`src/rtl/cba_pkg.sv`:
```
package cba_pkg;

  // Classification of one bit position for carry handling.
  typedef struct packed {
    logic gen;   // both operand bits set
    logic prop;  // exactly one operand bit set
    logic kill;  // both operand bits clear
  } bit_class_t;

  localparam int unsigned DEF_WIDTH = 16;
  localparam int unsigned DEF_GROUP = 4;

endpackage

```
`src/rtl/cba_pg_cell.sv`:
```
module cba_pg_cell
  import cba_pkg::*;
(
  input  logic       a_i,
  input  logic       b_i,
  output bit_class_t cls_o
);

  always_comb begin
    cls_o.gen  = a_i & b_i;
    cls_o.prop = a_i ^ b_i;
    cls_o.kill = ~(a_i | b_i);
  end

  // a bit falls into exactly one class.
  always_comb begin
    p_one_class_r3: assert ($onehot({cls_o.gen, cls_o.prop, cls_o.kill}))
      else $error("bit class not one-hot");
  end

endmodule

```
`src/rtl/cba_group.sv`:
```
module cba_group
  import cba_pkg::*;
#(
  parameter int unsigned GW = DEF_GROUP
) (
  input  logic [GW-1:0] a_i,
  input  logic [GW-1:0] b_i,
  input  logic          cin_i,
  output logic [GW-1:0] sum_o,
  output logic          cout_o
);

  bit_class_t        cls [GW];
  logic [GW-1:0]     prop_vec;
  logic [GW:0]       chain;
  logic              ripple_out;
  logic              skip;

  // Per-bit generate / propagate / kill classification.
  for (genvar i = 0; i < GW; i++) begin : g_bit
    cba_pg_cell u_cell (
      .a_i   (a_i[i]),
      .b_i   (b_i[i]),
      .cls_o (cls[i])
    );
    assign prop_vec[i] = cls[i].prop;
  end

  // Ripple chain: kill forces 0, generate forces 1, otherwise pass on.
  always_comb begin
    chain[0] = cin_i;
    for (int i = 0; i < GW; i++) begin
      if (cls[i].kill)
        chain[i+1] = 1'b0;
      else if (cls[i].gen)
        chain[i+1] = 1'b1;
      else
        chain[i+1] = chain[i];
    end
  end

  assign ripple_out = chain[GW];

  // Group-wide skip and bypass multiplexer.
  assign skip   = &prop_vec;
  assign cout_o = skip ? cin_i : ripple_out;

  // Sum per bit.
  assign sum_o  = prop_vec ^ chain[GW-1:0];

  // when the skip is taken the ripple chain reaches the same carry.
  always_comb begin
    if (skip) begin
      p_skip_matches_ripple_r4: assert (ripple_out == cin_i)
        else $error("ripple chain disagrees with skip path");
    end
  end

  // group result equals the arithmetic sum of its slice.
  always_comb begin
    p_group_arith_r5: assert ({cout_o, sum_o} ==
        ({1'b0, a_i} + {1'b0, b_i} + {{GW{1'b0}}, cin_i}))
      else $error("group slice sum mismatch");
  end

endmodule

```
`src/rtl/cba_adder.sv`:
```
module cba_adder
  import cba_pkg::*;
#(
  parameter int unsigned WIDTH = DEF_WIDTH,
  parameter int unsigned GROUP = DEF_GROUP
) (
  input  logic [WIDTH-1:0] a_i,
  input  logic [WIDTH-1:0] b_i,
  input  logic             cin_i,
  output logic [WIDTH-1:0] sum_o,
  output logic             cout_o
);

  localparam int unsigned NGRP = WIDTH / GROUP;

  for (genvar k = 0; k < NGRP; k++) begin : g_grp
    logic ci;
    logic co;

    if (k == 0) begin : g_first
      assign ci = cin_i;
    end else begin : g_next
      assign ci = g_grp[k-1].co;
    end

    cba_group #(.GW(GROUP)) u_group (
      .a_i    (a_i[k*GROUP +: GROUP]),
      .b_i    (b_i[k*GROUP +: GROUP]),
      .cin_i  (ci),
      .sum_o  (sum_o[k*GROUP +: GROUP]),
      .cout_o (co)
    );
  end

  assign cout_o = g_grp[NGRP-1].co;

  // full-width result matches arithmetic addition.
  always_comb begin
    p_full_sum_r1: assert (sum_o ==
        WIDTH'(({1'b0, a_i} + {1'b0, b_i} + {{WIDTH{1'b0}}, cin_i})))
      else $error("sum mismatch");
    p_carry_out_r2: assert (cout_o ==
        ({1'b0, a_i} + {1'b0, b_i} + {{WIDTH{1'b0}}, cin_i}) >> WIDTH)
      else $error("carry-out mismatch");
  end

endmodule

```
`config.mk`:
```
export PLATFORM = sky130hd
export DESIGN_NAME = cba_adder
export DESIGN_NICKNAME = d
export VERILOG_FILES = /design/src/rtl/cba_pkg.sv /design/src/rtl/cba_pg_cell.sv /design/src/rtl/cba_group.sv /design/src/rtl/cba_adder.sv
export SDC_FILE = /design/constraint.sdc
export NUM_CORES = 1
export LEC_CHECK = 0
export ABC_AREA = 1
export CAP_MARGIN = 20
export CELL_PAD_IN_SITES_DETAIL_PLACEMENT = 0
export CELL_PAD_IN_SITES_GLOBAL_PLACEMENT = 2
export CORE_MARGIN = 1.5
export CORE_UTILIZATION = 19
export DETAILED_ROUTE_END_ITERATION = 10
export PLACE_DENSITY_LB_ADDON = 0.1
export SYNTH_ARGS = -nofsm -noshare
export SYNTH_HDL_FRONTEND = slang
export SYNTH_HIERARCHICAL = 1
export SYNTH_SLANG_ARGS = --single-unit
```
`constraint.sdc`:
```
create_clock -name vclk -period 4.26
set_input_delay 0.852 -clock vclk [all_inputs]
set_output_delay 0.852 -clock vclk [all_outputs]
set_load 0.005 [all_outputs]
```
[Word level (Yosys, flattened, before mapping)]
Index checks and enable logic that the tools add are counted.
Storage, ports and cells
  input bits: 33
  word-level logic and storage cells: 92
  flip-flop bits (word level): 0
  output and inout bits: 17
Operators by class
  bitwise logic cells: 52
  reductions and logical operators: 4
  muxes and demuxes: 36
Operators by type and width (count)
  $mux W1: 36
  $and A1 B1 Y1: 16
  $or A1 B1 Y1: 16
  $reduce_and A4 Y1: 4
  $xor A1 B1 Y1: 16
  $xor A4 B4 Y4: 4

[Depth between registers and ports, before layout]
Gate-level depths: netlist of run 1.
  depth after elaboration: 37
  depth in mapped cells: 35

[Hierarchy]
The synthesis of run 1 kept the hierarchy.
Modules (own cells, without submodules)
  cba_group: times used 4, cells an instance 26, area each 132.6 um^2
  cba_pg_cell: times used 16, cells an instance 4, area each 32.5 um^2

[Worst setup path after synthesis of run 1]
OpenSTA, ideal clock, no wires.
  path kind: input to output
  start: input a_i[0]
  end: output cout_o
  cell stages on the path: 33
  setup slack: 0.115 ns
  arrival time: 3.293 ns
  buffers on the path: 0
  path through: ha_1 -> o21ai_2 -> nand2_2 -> nand2_2 -> nand2_2 -> nand2_2 -> nand2_1 -> nand2_1 -> nand2_1 -> o21ai_2 -> nand2_2 -> nand2_2 -> nand2_2 -> nand2_2 -> nand2_1 -> nand2_1 -> nand2_1 -> o21ai_2 -> nand2_2 -> nand2_2 -> nand2_2 -> nand2_2 -> nand2_1 -> nand2_1 -> nand2_1 -> o21ai_2 -> nand2_2 -> nand2_2 -> nand2_2 -> nand2_2 -> nand2_1 -> nand2_1 -> nand2_1
On the way
  cells in the longest elaborated chain, start to end: 37
RTL lines
  from (decl): line cba_adder.sv:7  | input logic [WIDTH-1:0] a_i,
  $and A1 B1 Y1: line cba_pg_cell.sv:10  | cls_o.gen = a_i & b_i;
  $mux W1: line cba_group.sv:35  | else if (cls[i].gen)
  $mux W1: line cba_group.sv:33  | if (cls[i].kill)
  $mux W1: line cba_group.sv:35
  $mux W1: line cba_group.sv:33
  $mux W1: line cba_group.sv:35
  $mux W1: line cba_group.sv:33
  $mux W1: line cba_group.sv:35
  [2 not listed]
  via g_grp[0].co: line cba_adder.sv:18  | logic co;
  [9 not listed]
  via g_grp[1].co: line cba_adder.sv:18
  [9 not listed]
  via g_grp[2].co: line cba_adder.sv:18
  [1 not listed]
  $mux W1: line cba_group.sv:33
  $mux W1: line cba_group.sv:35
  $mux W1: line cba_group.sv:33
  $mux W1: line cba_group.sv:35
  $mux W1: line cba_group.sv:33
  $mux W1: line cba_group.sv:35
  $mux W1: line cba_group.sv:33
  $mux W1 *: line cba_group.sv:46  | assign cout_o = skip ? cin_i : ripple_out;
  to (decl): line cba_adder.sv:11  | output logic cout_o
The timed path passes the listed nets; every way through them passes the cells marked *.

==> out/summary.log, run 1 <==
[synthesis] top cells by area, synth sky130_fd_sc_hd__ha_1 38%, sky130_fd_sc_hd__inv_1 23%, sky130_fd_sc_hd__nand2_1 10%, sky130_fd_sc_hd__xor2_1 10%, sky130_fd_sc_hd__nand2_2 9.5%
[layout] area of combinational cells with multiple inputs 917 um2
[floorplanning] row count 26
[setup_path] data arrival at the endpoint of the critical path 3470 ps
[synthesis] area share of the largest cell type after synthesis 38.1%
[placed_design] detailed placement HPWL 2100 um
[global_route] final global-route overflow total 0
[layout] sequential cell area 0 um2
[layout] Synth-to-Final Area Change 82.0%
[synthesis] portion of the post-synthesis area used by sequential elements 0%
[sta] final-layout worst hold slack 2510 ps
[layout] # diodes 0
[placed_design] Final GP Congestion 0.754
[sta] setup slack after layout -59.5 ps
[placed_design] placement-stage cell area 0.00177 mm2
[detailed_routing] DRC 0
[detailed_routing] number of DRC markers in iteration 0 3
[detailed_routing] average wire per cell in the routed design 7.67 um
[detailed_routing] total routed wirelength 2420 um
[setup_path] category of the most critical setup path primary input to output port
[detailed_routing] vias per std cell 3.65
[placed_design] post-place setup slack -969 ps
[sta] shortest period the worst path allows 4320 ps
[synthesis] most repeated cell in the gate-level netlist after synthesis sky130_fd_sc_hd__inv_1
[floorplanning] die area 0.00599 mm2
[layout] final core area utilization 36.8%
[min_path] kind of path behind the tightest hold check primary input to output port
[floorplanning] effective utilization at floorplan 20.2%
[setup_path] nature of the critical path startpoint primary input
[status] violated checks setup timing
[clocking] # hold bufs at CTS 0
[layout] Final #Nets 312
[pwr] P_leak 1.10 nW
[global_route] number of antenna violations at the first check in global routing 0
[synthesis] area of the mapped netlist 0.00105 mm2
[global_route] GR Util All Layers 7.99%
[sta] maximum frequency from static timing analysis 232 MHz
[setup_path] capturing element type of the critical path output port
[pwr] worst ir drop on vdd 0.0446 mV
[setup_path] delay of the slowest cell on the worst path 160 ps
[synthesis] Yosys warning count 6
[placed_design] IO Port Bufs 50
[synthesis] most frequent cells after synthesis 64 x sky130_fd_sc_hd__inv_1, 32 x sky130_fd_sc_hd__ha_1, 28 x sky130_fd_sc_hd__nand2_1
[pwr] pwr/cell area 133 mW/mm2
[synthesis] library cell with the largest summed area after synthesis sky130_fd_sc_hd__ha_1
[floorplanning] die outline height 77.4 um
[synthesis] synthesized net count 233
[sta] Final period util 101%
[layout] layout sequential cell count 0
[setup_path] largest fanout on the critical path 2
[sta] worst slew slack as a fraction of its limit 83.4%
[setup_path] highest-delay cell along the critical path sky130_fd_sc_hd__ha_4
[sta] setup repair after global routing missed its margin yes
[detailed_routing] via count 1150
[sta] slew of the pin with the lowest slew margin 247 ps
[setup_path] Critical Path RT 3410 ps
[layout] layout cell share with drive strength beyond 1 33.5%
[synthesis] library cells used by synthesis 9
[synthesis] post-synthesis area per instance 6.26 um2
[layout] total non-filler cell area in the finished layout 0.00191 mm2
[global_route] wire length of the first global-routing pass 4240 um
[floorplanning] number of placed I/O pins 50
[floorplanning] Std-Cell Core Area 0.00520 mm2
[synthesis] synthesized instance count 168
[sta] Hold Vio Cnt, Final 0
[global_route] vias in the first global route 1133
[sta] Final Slew Violations 0
[detailed_routing] post-detailed-route count of antenna-violating nets 0
[layout] fill count 594
[setup_path] cell with the most instances on the worst path sky130_fd_sc_hd__nand2_2
[global_route] pin count of the biggest net entering global routing 4
[detailed_routing] number of detailed-route iterations in the first pass 2
[layout] clock buf count 0
[sta] final setup violation count 3
[run] maximum capacitance violations 0
[status] status finished with violations
[floorplanning] floorplan die width 77.4 um
==> cells in the final DEF, fill, tap and decap left out, types with 3 or more instances in the layout <==
cell | synthesis | layout
sky130_fd_sc_hd__buf_4 | 0 | 27
sky130_fd_sc_hd__nand2_2 | 16 | 19
sky130_fd_sc_hd__nor2_1 | 4 | 4
sky130_fd_sc_hd__inv_1 | 64 | 55
sky130_fd_sc_hd__nand3b_1 | 4 | 4
sky130_fd_sc_hd__xor2_1 | 12 | 10
sky130_fd_sc_hd__ha_4 | 0 | 4
sky130_fd_sc_hd__clkdlybuf4s50_1 | 0 | 33
sky130_fd_sc_hd__inv_2 | 0 | 9
sky130_fd_sc_hd__buf_2 | 0 | 9
sky130_fd_sc_hd__nand2_1 | 28 | 24
sky130_fd_sc_hd__ha_1 | 32 | 28
sky130_fd_sc_hd__nor3_1 | 4 | 3
==> final timing paths <==
| check | end | depth (start not counted) | start |
|---|---|---|---|
| max | cout_o | 35 | a_i[0] |
| min | sum_o[0] | 5 | a_i[0] |
==> worst max-delay path: cells and delay by family <==
family	cells	cell delay [ps]
compound gates	4	590
fa+ha+maj	1	160
buf+inv	2	220
simple gates	28	1670
==> power by group <==
part	switching [mW]	internal (mW)	leakage, nW
Clock	0	0	0
Sequential	0	0	0
Combinational	0.104	0.150	1.10
Total	0.104	0.150	1.10
==> layer usage <==
layer / part of all wire, % / GRT usage [%] / vias to the layer above
met2: 50 / 15.7 / 27
met1: 45 / 9.88 / 501
met4: 0 / 0 / 0
met3: 4.8 / 0.706 / 0
met5: 0 / 0 / -
li1: - / - / 622
==> area by class of cell <==
type | instances | share of cell area [%]
Inverter | 64 | 12.6
Timing Repair Buffer | 77 | 34.9
Tap cell | 70 | 4.58
Multi-Input combinational cell | 104 | 47.9
==> logic make-up after synthesis <==
family          after synthesis  synth area share (%)
buf+inv                      64                  22.9
simple gates                 56                  25.7
compound gates                4                  3.33
xor+xnor                     12                  10.0
fa+ha+maj                    32                  38.1
==> timing repair <==
action | CTS | global route
endpoints found under the setup margin | 9 | 8
gates cloned | 0 | 0
gates resized for setup | 87 | 6
setup buffers | 6 | 4
pin swaps | 33 | 26
==> metrics by stage <==
stage | instances | power (mW) | TNS (ps)
6_report | 315 | 0.254 | -109
5_1_grt | 315 | 0.284 | -1440
4_1_cts | 311 | 0.252 | -749
3_5_place_dp | 305 | 0.238 | -5880
3_3_place_gp | 305 | 0.237 | -5430
2_1_floorplan | 168 | 0.0967 | 0
(Power assumes the default switching activity.)
==> run 2, diff against run 1 <==
--- a/config.mk
+++ b/config.mk
@@ -13,6 +13,7 @@
 export CORE_UTILIZATION = 19
 export DETAILED_ROUTE_END_ITERATION = 10
 export PLACE_DENSITY_LB_ADDON = 0.1
+export RECOVER_POWER = 25
 export SYNTH_ARGS = -nofsm -noshare
 export SYNTH_HDL_FRONTEND = slang
 export SYNTH_HIERARCHICAL = 1
==> out/summary.log, run 2 (same netlist as run 1, synthesis figures left out) <==
[setup_path] number of gates on the worst path with buffers counted 35 [unchanged]
[layout] layout cell share with drive strength beyond 1 33.5% [unchanged]
[status] violated checks setup timing [unchanged]
[layout] commonest cells after routing, fill and taps aside 55 x sky130_fd_sc_hd__inv_1, 30 x sky130_fd_sc_hd__clkdlybuf4s50_1, 28 x sky130_fd_sc_hd__ha_1 [was 55 x sky130_fd_sc_hd__inv_1, 33 x sky130_fd_sc_hd__clkdlybuf4s50_1, 28 x sky130_fd_sc_hd__ha_1]
[sta] setup repair after global routing missed its margin yes [unchanged]
[setup_path] capturing element type of the critical path output port [unchanged]
[detailed_routing] via count 1150 [unchanged]
[sta] Final Slew Violations 0 [unchanged]
[floorplanning] die outline height 77.4 um [unchanged]
[layout] clock buf count 0 [unchanged]
[layout] area of combinational cells with multiple inputs 917 um2 [unchanged]
[sta] setup slack after layout -59.5 ps [unchanged]
[setup_path] delay of the slowest cell on the worst path 160 ps [about the same]
[sta] Hold Vio Cnt, Final 0 [unchanged]
[global_route] number of antenna violations at the first check in global routing 0 [unchanged]
[clocking] # hold bufs at CTS 0 [unchanged]
[layout] most common cell after layout, fill and taps aside sky130_fd_sc_hd__inv_1 [unchanged]
[placed_design] Final GP Congestion 0.754 [unchanged]
[floorplanning] die area 0.00599 mm2 [unchanged]
[layout] filler-free cell count of the finished design 315 [unchanged]
[placed_design] post-place setup slack -969 ps [unchanged]
[placed_design] IO Port Bufs 50 [unchanged]
[detailed_routing] total routed wirelength 2420 um [unchanged]
[setup_path] largest fanout on the critical path 2 [unchanged]
[floorplanning] effective utilization at floorplan 20.2% [unchanged]
[layout] fill count 594 [unchanged]
[min_path] beginning of the worst hold path b_i[15] [was a_i[0]]
[detailed_routing] number of DRC markers in iteration 0 3 [unchanged]
[global_route] wire length of the first global-routing pass 4240 um [unchanged]
[sta] Final period util 101% [unchanged]
[detailed_routing] DRC 0 [unchanged]
[sta] shortest period the worst path allows 4320 ps [unchanged]
[setup_path] nature of the critical path startpoint primary input [unchanged]
[detailed_routing] vias per std cell 3.65 [unchanged]
[sta] maximum frequency from static timing analysis 232 MHz [unchanged]
[global_route] final global-route overflow total 0 [unchanged]
[detailed_routing] post-detailed-route count of antenna-violating nets 0 [unchanged]
[floorplanning] number of placed I/O pins 50 [unchanged]
[min_path] Endpoint, Worst Hold sum_o[15] [was sum_o[0]]
[sta] final setup violation count 3 [unchanged]
[min_path] kind of path behind the tightest hold check primary input to output port [unchanged]
[setup_path] Critical Path RT 3410 ps [about the same]
[setup_path] Crit path buffers/inverters 2 [unchanged]
[floorplanning] Std-Cell Core Area 0.00520 mm2 [unchanged]
[layout] Final #Nets 312 [unchanged]
[pwr] worst ir drop on vdd 0.0446 mV [about the same]
[pwr] P_leak 1.10 nW [about the same]
[global_route] pin count of the biggest net entering global routing 4 [unchanged]
[pwr] overall power after layout 252 uW [was 254 uW]
[setup_path] highest-delay cell along the critical path sky130_fd_sc_hd__ha_4 [unchanged]
[layout] Synth-to-Final Area Change 82.0% [unchanged]
[run] maximum capacitance violations 0 [unchanged]
[setup_path] category of the most critical setup path primary input to output port [unchanged]
[floorplanning] row count 26 [unchanged]
[setup_path] category of cells accounting for the largest share of critical-path delay simple AND/OR/NAND/NOR gates [unchanged]
[setup_path] data arrival at the endpoint of the critical path 3470 ps [about the same]
[pwr] pwr/cell area 132 mW/mm2 [was 133 mW/mm2]
[placed_design] detailed placement HPWL 2100 um [unchanged]
[setup_path] cell with the most instances on the worst path sky130_fd_sc_hd__nand2_2 [unchanged]
[placed_design] placement-stage cell area 0.00177 mm2 [unchanged]
[layout] sequential cell area 0 um2 [unchanged]
[global_route] GR Util All Layers 7.99% [unchanged]
[status] status finished with violations [unchanged]
[sta] slew of the pin with the lowest slew margin 247 ps [unchanged]
[layout] layout sequential cell count 0 [unchanged]
[sta] worst slew slack as a fraction of its limit 83.4% [unchanged]
[placed_design] Placed Cells incl. Taps 305 [unchanged]
[min_path] Hold Path Depth 6 [was 5]
[global_route] vias in the first global route 1133 [unchanged]
[detailed_routing] number of detailed-route iterations in the first pass 2 [unchanged]
[detailed_routing] average wire per cell in the routed design 7.67 um [unchanged]
[floorplanning] floorplan die width 77.4 um [unchanged]
[layout] # diodes 0 [unchanged]
[layout] total non-filler cell area in the finished layout 0.00191 mm2 [unchanged]
## run 2: changes by cell type in the layout (fill, tap and decap cells not counted), sizes merged
cell / delta
clkdlybuf4s50: -3
dlygate4sd3: +3
## run 2: how the worst max path moves through the flow
stage / slack, ps / end / startpoint
floorplan: 120 / cout_o / a_i[0]
global placement: -910 / sum_o[15] / a_i[3]
detailed placement: -970 / sum_o[15] / a_i[2]
CTS: -240 / cout_o / b_i[0]
global route: -390 / cout_o / a_i[0]
finish: -60 / cout_o / a_i[0]
## run 2: metrics by stage
stage	TNS (ps)	utilization, %	hold WS (ps)
after global placement	-5430	33.9	2840
final	-109	36.8	2540
after CTS	-749	35.8	2500
after floorplan	0	-	1760
after detailed placement	-5880	33.9	2840
after global routing	-1440	36.8	2610
## run 2: power breakdown
part / internal [mW] / switching, mW / total (mW)
clock: 0 / 0 / 0
combinational: 0.149 / 0.104 / 0.252
sequential: 0 / 0 / 0
total: 0.149 / 0.104 / 0.252
## run 2: area by class of cell
class              instances  share of cell area, %
inverters                 64                   12.6
multi-input cells        104                   47.9
well taps                 70                   4.58
repair buffers            77                   34.9
## run 2: repair_timing
item | in CTS | in global routing
hold endpoints to repair | 0 | 0
buffers inserted | 6 | 4
endpoints found under the setup margin | 9 | 8
pin swaps | 33 | 26
gates resized for setup | 87 | 6
## run 2: layer usage
metal	wire length [um]	global-route usage, %
met1	1080	9.88
met2	1220	15.7
met3	117	0.706
met4	0	0
met5	0	0
